<file path="src/rtl/ref_sel_pkg.sv">
package ref_sel_pkg;

  localparam int unsigned CODE_W = 4;
  localparam int unsigned NCODES = 1 << CODE_W;

  typedef logic [CODE_W-1:0] sel_code_t;

  // comparison rate in units of 1/8 Hz; 0 marks inhibit
  function automatic longint unsigned rate_x8(input int unsigned code);
    case (code)
      0:       return 800000;
      1:       return 400000;
      2, 3:    return 200000;
      4:       return 100000;
      5:       return 50000;
      6, 7:    return 25000;
      8:       return 80000;
      9:       return 72000;
      10:      return 40000;
      11:      return 8000;
      default: return 0;
    endcase
  endfunction

  function automatic int unsigned div_ratio(input int unsigned clk_hz, input int unsigned code);
    longint unsigned r;
    r = rate_x8(code);
    if (r == 0) return 0;
    return int'((longint'(clk_hz) * 8) / r);
  endfunction

endpackage

</file>
<file path="src/rtl/ref_code_decode.sv">
module ref_code_decode
  import ref_sel_pkg::*;
#(
  parameter int unsigned CLK_HZ = 7200000,
  parameter int unsigned RW     = 13
) (
  input  sel_code_t       code_i,
  output logic [RW-1:0]   ratio_o,
  output logic            inhibit_o
);

  logic [RW-1:0] ratio_tbl [NCODES];
  logic [NCODES-1:0] inhib_tbl;

  for (genvar i = 0; i < NCODES; i++) begin : g_tbl
    localparam int unsigned RATIO = div_ratio(CLK_HZ, i);
    assign ratio_tbl[i] = RW'(RATIO);
    assign inhib_tbl[i] = (RATIO == 0);
  end

  assign ratio_o   = ratio_tbl[code_i];
  assign inhibit_o = inhib_tbl[code_i];

endmodule

</file>
<file path="src/rtl/ref_div_counter.sv">
module ref_div_counter #(
  parameter int unsigned RW = 13
) (
  input  logic          clk_i,
  input  logic          rst_ni,
  input  logic          restart_i,
  input  logic          hold_i,
  input  logic [RW-1:0] ratio_i,
  output logic          tick_o,
  output logic [RW-1:0] cnt_o
);

  logic [RW-1:0] cnt_q;
  logic          last;

  assign last   = (cnt_q == ratio_i - RW'(1));
  assign tick_o = last && !restart_i && !hold_i;
  assign cnt_o  = cnt_q;

  always_ff @(posedge clk_i or negedge rst_ni) begin
    if (!rst_ni)                    cnt_q <= '0;
    else if (restart_i || hold_i)   cnt_q <= '0;
    else if (last)                  cnt_q <= '0;
    else                            cnt_q <= cnt_q + RW'(1);
  end

endmodule

</file>
<file path="src/rtl/ref_freq_sel.sv">
module ref_freq_sel
  import ref_sel_pkg::*;
#(
  parameter int unsigned CLK_HZ   = 7200000,
  parameter logic [3:0]  RST_CODE = 4'hF
) (
  input  logic       clk_i,
  input  logic       rst_ni,
  input  logic [3:0] sel_i,
  output logic       ref_o,
  output logic       inhibit_o
);

  localparam int unsigned MAX_RATIO = CLK_HZ / 1000;
  localparam int unsigned RW        = $clog2(MAX_RATIO + 1);

  sel_code_t     sel_q;
  logic          code_chg;
  logic [RW-1:0] ratio;
  logic          inhib;
  logic          tick;
  logic [RW-1:0] cnt_q;
  logic          ref_q;

  assign code_chg = (sel_i != sel_q);

  always_ff @(posedge clk_i or negedge rst_ni) begin
    if (!rst_ni) begin
      sel_q <= RST_CODE;
      ref_q <= 1'b0;
    end else begin
      sel_q <= sel_i;
      ref_q <= tick;
    end
  end

  ref_code_decode #(.CLK_HZ(CLK_HZ), .RW(RW)) u_dec (
    .code_i    (sel_q),
    .ratio_o   (ratio),
    .inhibit_o (inhib)
  );

  ref_div_counter #(.RW(RW)) u_cnt (
    .clk_i     (clk_i),
    .rst_ni    (rst_ni),
    .restart_i (code_chg),
    .hold_i    (inhib),
    .ratio_i   (ratio),
    .tick_o    (tick),
    .cnt_o     (cnt_q)
  );

  assign ref_o     = ref_q;
  assign inhibit_o = inhib;

endmodule

</file>
<file path="config.mk">
export PLATFORM = sky130hd
export DESIGN_NAME = ref_freq_sel
export DESIGN_NICKNAME = d
export VERILOG_FILES = /design/src/rtl/ref_sel_pkg.sv /design/src/rtl/ref_code_decode.sv /design/src/rtl/ref_div_counter.sv /design/src/rtl/ref_freq_sel.sv
export SDC_FILE = /design/constraint.sdc
export NUM_CORES = 1
export LEC_CHECK = 0
export BUFFER_PORTS_ARGS = -buffer_cell sky130_fd_sc_hd__buf_2
export CELL_PAD_IN_SITES_DETAIL_PLACEMENT = 0
export CELL_PAD_IN_SITES_GLOBAL_PLACEMENT = 2
export CORE_ASPECT_RATIO = 0.6
export CORE_MARGIN = 4
export CORE_UTILIZATION = 41
export DETAILED_ROUTE_END_ITERATION = 8
export GPL_ROUTABILITY_DRIVEN = 0
export PLACE_DENSITY = 0.95
export REMOVE_ABC_BUFFERS = 1
export SYNTH_ARGS = -nofsm -noshare
export SYNTH_HDL_FRONTEND = slang
export SYNTH_SLANG_ARGS = --single-unit
</file>
<file path="constraint.sdc">
create_clock -name clk_i -period 5.15 [get_ports clk_i]
set_clock_uncertainty 0.2 [all_clocks]
set_input_delay 0.515 -clock clk_i [delete_from_list [all_inputs] [get_ports clk_i]]
set_output_delay 0.515 -clock clk_i [all_outputs]
set_load 0.005 [all_outputs]
</file>
==> results of run 1 <==
==> timing repair <==
item                      in CTS  in global routing
gates resized for setup        0                  0
hold buffers                   1                  0
buffers inserted               0                  0
hold endpoints to repair      14                  0
==> power by group <==
group          internal [W]  switching (W)  total (W)
sequential         0.000145     0.00000635   0.000151
combinational     0.0000238      0.0000328  0.0000566
clock             0.0000680      0.0000488   0.000117
==> placed cells by master, fill, tap and decap left out, types with 2 or more instances in the layout <==
| master | synthesis | routed |
|---|---|---|
| dfstp_2 | 4 | 4 |
| xnor2_1 | 14 | 14 |
| nor2_1 | 4 | 4 |
| a21oi_1 | 16 | 16 |
| and3_1 | 6 | 6 |
| clkbuf_8 | 0 | 4 |
| ha_1 | 6 | 6 |
| nand3_1 | 7 | 7 |
| nand3b_1 | 2 | 2 |
| or3_1 | 4 | 4 |
| dfrtp_1 | 14 | 14 |
| nor2b_1 | 7 | 7 |
| inv_1 | 5 | 5 |
| o211ai_1 | 3 | 3 |
| and2_1 | 5 | 5 |
| nand2_1 | 17 | 17 |
| o21ai_0 | 8 | 8 |
| buf_2 | 1 | 7 |
| xor2_1 | 8 | 8 |
| a2111oi_2 | 2 | 2 |
| nand2b_1 | 5 | 5 |
==> worst max-delay path, cell delays in order, from the launching register on <==
cell and delay [ps]:
dfstp_2 630, inv_1 120, ha_1 290, or3b_4 270, ha_1 210, or4b_1 440
o211ai_1 150, a21boi_2 230, o211ai_1 130, a2bb2oi_2 520, and3_1 260
==> worst min-delay path by stage <==
stage,startpoint,endpoint,cells after the start
4_1_cts,sel_i[1],sel_q[1],1
2_1_floorplan,rst_ni,ref_o,0
6_report,sel_i[1],sel_q[1],1
3_5_place_dp,rst_ni,u_cnt.cnt_o[1],1
3_3_place_gp,rst_ni,u_cnt.cnt_o[1],1
5_1_grt,sel_i[1],sel_q[1],1
==> routing by layer <==
metal	vias up	wire [um]	global-route usage [%]
met5	-	0	0
met4	0	14	3.42
met3	4	82	3.46
met2	12	1330	24.5
met1	549	1540	20.3
li1	599	-	-
==> sequential cells by signal, summed over array words and instances, names as in the netlist <==
name / flops
sel_q: 4
u_cnt.cnt_o: 13
ref_o: 1
==> per-stage QoR <==
| stage | hold slack [ps] | setup slack, ps |
|---|---|---|
| 4_1_cts | 156 | 1620 |
| 6_report | 167 | 1630 |
| 3_5_place_dp | 271 | 1650 |
| 5_1_grt | 151 | 1390 |
| 2_1_floorplan | 19.4 | 2070 |
| 3_3_place_gp | 259 | 1810 |
==> cells by family after synthesis <==
family / synth area share [%]
AO/OA/AOI/OAI: 20.2
XOR/XNOR: 13.2
adder cells (fa/ha/maj): 5.12
buffers and inverters: 4.95
flip-flops: 31.1
multiplexers: 0.683
AND/OR/NAND/NOR: 24.8
==> cell type report <==
| type | count | share of cell area (%) |
|---|---|---|
| Inverter | 5 | 1.19 |
| Timing Repair Buffer | 9 | 3.34 |
| Sequential cell | 18 | 28.9 |
| Clock buffer | 4 | 3.49 |
| Multi-Input combinational cell | 136 | 59.5 |
| Tap cell | 45 | 3.57 |
==> summary.md, run 1 <==
| Metric | Value |
|---|---|
| Routed WL per cell | 13.7 um |
| Post-DP HPWL | 2280 um |
| TritonRoute pass-1 iters | 4 |
| Average vias per placed instance | 5.36 |
| Slew Limit Fails | 0 |
| Crit. Startpoint | sel_q[1] |
| N_diodes | 0 |
| Top post-synthesis cells by area | dfrtp_1 (24%), xnor2_1 (8.4%), dfstp_2 (7.2%), a21oi_1 (5.5%), ha_1 (5.1%) |
| First-pass GRT wire length | 5410 um |
| RSZ-0062 raised after global routing | false |
| Register area share after synthesis | 31.1% |
| Post-synth EDFFs | 0 |
| GR Util All Layers | 14.9% |
| Kind of critical path | reg2reg |
| Synth Flop Type | dfrtp_1 |
| Nets | 185 |
| Fin util | 47.1% |
| Critical R2R Launch | sel_q[1] |
| Period utilisation layout | 68.4% |
| Yosys reg bits | 18 |
| Die Height | 54.3 um |
| Io pins | 8 |
| Peak supply drop | 112 uV |
| Total grt overflow | 0 |
| Final Hold Violating Endpoints | 0 |
| Top cell type's share of synthesized area | 23.9% |
| # clock sinks | 18 |
| Arrival time worst endpoint | 3520 ps |
| Pwr dens | 206 nW/um2 |
| Vias | 1164 |
| Finished layout cell area | 1580 um2 |
| Detailed-route wire length | 2970 um |
| Min-Delay Path Class | in2reg |
| Footprint of the multi-input gates | 937 um2 |
| Peak Freq | 0.284 GHz |
| Placed cells | 212 |
| Pwr Total | 0.000325 W |
| Clock Pin Slew Worst Setup and Hold Paths | 70 ps |
| Syn Inst Count | 166 |
| Max_slew headroom | 58.4% |
| Setup TNS | 0 ps |
| DR iter-0 viols | 95 |
| WP data required | 5140 ps |
| R2R setup slack | 1630 ps |
| Layout cells sized above 1 | 13.4% |
| Non-Filler Instances | 217 |
| Clock Path Buffers | 2 |
| Core outline area | 3340 um2 |
| H-tree Lvls | 1 |
| Worst setup SP type | register |
| Area leader, netlist | dfrtp_1 |
| Max-cap violations | 0 |
| CP Max Fanout | 13 |
| # DRC | 0 |
| Crit end category | register |
| LEAKAGE | 0.702 nW |
| Initial antenna violation count | 0 |
| Vias in the first global route | 1142 |
| Final setup vio count | 0 |
| Unique masters post-synth | 45 |
| Area grow syn2layout | 7.51% |
| FF/Latch Area | 455 um2 |
| Post-DP Area | 1510 um2 |
| FF-to-FF End | ref_o |
| Cell Rows | 16 |
| Synth Cell Area | 1470 um2 |
| Syn_area_per_cell | 8.83 um2 |
| Filler cells | 319 |
| Final min period | 3520 ps |
| Outcome | complete, no violations |
| IO buf count | 7 |
| CTS Root Cell | clkbuf_8 |
| TritonCTS clock tree | yes |
| Die Wd | 85.2 um |
| FFs w/ async S/R, synth | 100% |
| Largest net degree at the start of global routing | 24 |
| Post-synth top cells | nand2_1 (17), a21oi_1 (16), dfrtp_1 (14), xnor2_1 (14) |
| FF-to-FF path depth | 10 |
| Starting Density | 43.8% |
| Worst skew pair latency | 260 ps |
| Die ar. | 4630 um2 |
| Worst Tran Pin Value | 624 ps |
| Yosys Warn Count | 0 |
| CP Capture Point | ref_o |
| Most common cell in the netlist | nand2_1 |
| CTS buffer count | 3 |
| Post-route ant nets | 0 |
Power figures use the tool's default switching activity.
==> inputs of run 2 (changes only) <==
Settings changed: ABC_AREA set to 1, CORE_UTILIZATION 41 to 33, PLACE_DENSITY 0.95 to 0.9.
Clock period 5.15 ns to 3.3 ns, I/O delays scaled along.
==> run 2 against run 1 <==
Net effect: first-iteration DRC count grew 46%; non-clock buffer count grew 6; clock power grew 29%; fmax grew 19%; flip-flop and latch count is the same; core utilization shrank 7.1 points; setup slack lost 1300 ps; sequential power grew 53%; register-to-register slack lost 1300 ps; die area grew 23%; via count grew 20%; clock-buffer cell count shrank 1.
==> summary.md, run 2 <==
| Metric | Value |
|---|---|
| Kind of critical path | reg2reg |
| FFs w/ async S/R, synth | 100% |
| # DRC | 0 |
| Most common cell in the netlist | nand2_1 |
| Max_slew headroom | 72.3% |
| FF/Latch Area | 455 um2 |
| N_diodes | 0 |
| Footprint of the multi-input gates | 877 um2 |
| Top post-synthesis cells by area | dfrtp_1 (24%), nand2_1 (17%), nand3_1 (13%), inv_1 (7.3%), dfstp_2 (7.1%) |
| GR Util All Layers | 14.1% |
| Pwr Total | 0.000493 W |
| TritonCTS clock tree | yes |
| Final Hold Violating Endpoints | 0 |
| Starting Density | 35.2% |
| Outcome | complete, no violations |
| Pwr dens | 291 nW/um2 |
| Io pins | 8 |
| Final setup vio count | 0 |
| Syn_area_per_cell | 6.42 um2 |
| Post-synth top cells | nand2_1 (67), nand3_1 (38), inv_1 (29) |
| Register area share after synthesis | 30.6% |
| Worst setup SP type | register |
| Most frequent cells in the layout | nand2_1 (67), nand3_1 (38), inv_1 (29), nor2_1 (24), dfrtp_1 (14) |
| Unique masters post-synth | 24 |
| CP Max Fanout | 12 |
| DR iter-0 viols | 139 |
| Detailed-route wire length | 3490 um |
| Worst skew pair latency | 250 ps |
| CTS Root Cell | clkbuf_8 |
| CTS buffer count | 3 |
| Peak Freq | 0.339 GHz |
| Max-cap violations | 0 |
| WP data required | 3240 ps |
| Yosys Warn Count | 0 |
| Commonest non-fill, non-tap cell in the layout | nand2_1 |
| Vias | 1402 |
| TritonRoute pass-1 iters | 4 |
| First-pass GRT wire length | 6130 um |
| Post-route ant nets | 0 |
| Setup TNS | 0 ps |
| Post-synth EDFFs | 0 |
| Filler cells | 470 |
| Synth Flop Type | dfrtp_1 |
| Yosys reg bits | 18 |
| Top cell type's share of synthesized area | 23.5% |
| Total grt overflow | 0 |
| Die Wd | 94.7 um |
| Slew Limit Fails | 0 |
| Post-DP HPWL | 2840 um |
| Area grow syn2layout | 13.9% |
| Core outline area | 4230 um2 |
| H-tree Lvls | 1 |
| Period utilisation layout | 89.4% |
| Crit end category | register |
| Max reg flops | 13 |
| Layout cells sized above 1 | 15.4% |
| Clock Pin Slew Worst Setup and Hold Paths | 70 ps |
| LEAKAGE | 0.812 nW |
| Routed WL per cell | 11.4 um |
| Peak supply drop | 158 uV |
| Initial antenna violation count | 0 |
| Final min period | 2950 ps |
| Min-Delay Path Class | in2async |
| Worst Tran Pin Value | 416 ps |
| Area leader, netlist | dfrtp_1 |
| RSZ-0062 raised after global routing | false |
| Average vias per placed instance | 4.58 |
| Vias in the first global route | 1242 |
| Synth Cell Area | 1490 um2 |
| Nets | 260 |
| Die ar. | 5690 um2 |
| Largest net degree at the start of global routing | 19 |
| Arrival time worst endpoint | 2890 ps |
| IO buf count | 7 |
| Die Height | 60.0 um |
| Syn Inst Count | 232 |
| # clock sinks | 18 |
| Cell Rows | 18 |
| Clock Path Buffers | 2 |
==> run 2: cell types whose count changed after synthesis, sizes merged, moves of 11 or more <==
cell and delta:
xnor2 -14, nand2 +52, nor2 +33, nand3 +32, inv +28, a21oi -11
==> run 2: critical path, cell delays in order (launching register included) <==
cell	delay [ps]
dfstp_2	620
inv_1	110
ha_1	230
nand3_1	140
o21ai_0	100
inv_1	60
ha_1	230
a21oi_1	130
o21ai_0	90
nor2_1	120
nand3_1	100
a21oi_1	210
nand3_1	160
nor2_4	130
buf_12	150
nor2_1	50
==> run 2: cell type report <==
type | instances | area share (%)
sequential | 18 | 26.9
clock buffer | 3 | 2.44
tap | 60 | 4.43
timing repair buffer | 15 | 7.08
multi-input combinational | 177 | 51.7
inverter | 33 | 7.45
==> run 2: path summary, 6_finish.rpt <==
path	startpoint	endpoint	slack [ps]	cells after the start
worst max-delay path	sel_q[1]	u_cnt.cnt_o[0]	350	15
max in group asynchronous	rst_ni	sel_q[2]	2230	2
worst min-delay path	rst_ni	u_cnt.cnt_o[10]	340	2
min in group clk_i	u_cnt.cnt_o[2]	u_cnt.cnt_o[2]	340	2
worst min register to register	u_cnt.cnt_o[2]	u_cnt.cnt_o[2]	340	2
worst max register to register	sel_q[1]	u_cnt.cnt_o[0]	350	15
==> run 2: where the power goes <==
| group | internal (W) | switching [W] |
|---|---|---|
| combinational | 0.0000384 | 0.0000734 |
| sequential | 0.000226 | 0.00000450 |
| clock | 0.0000810 | 0.0000699 |
==> run 2: what timing repair did <==
action | CTS | global route
setup buffers | 0 | 1
endpoints found under the setup margin | 0 | 12
endpoints found under the hold margin | 18 | 0
gates resized for setup | 0 | 0
hold buffers | 5 | 0
==> run 2: per-stage QoR <==
step	cell area [um2]	instances	hold WS [ps]	utilization [%]	setup WS, ps
2_1_floorplan	1460	228	-166	-	608
3_3_place_gp	1580	297	97.1	37.4	278
3_5_place_dp	1580	297	95.9	37.4	193
4_1_cts	1680	305	347	39.6	180
5_1_grt	1700	306	381	40.0	78.4
6_report	1700	306	340	40.0	350
==> run 2: logic make-up (layout without fill, tap and decap cells) <==
logic type,after synthesis,in the layout,synth area share (%)
XOR/XNOR,2,2,1.18
buffers and inverters,37,51,10.5
adder cells (fa/ha/maj),6,6,5.04
AO/OA/AOI/OAI,20,20,6.97
AND/OR/NAND/NOR,149,149,45.7
flip-flops,18,18,30.6
==> run 2: per-layer routing <==
metal  GRT usage [%]  wire length [um]
met1            22.6              1980
met2            18.6              1270
met3            2.77               207
met4            3.70                23
met5               0                 0
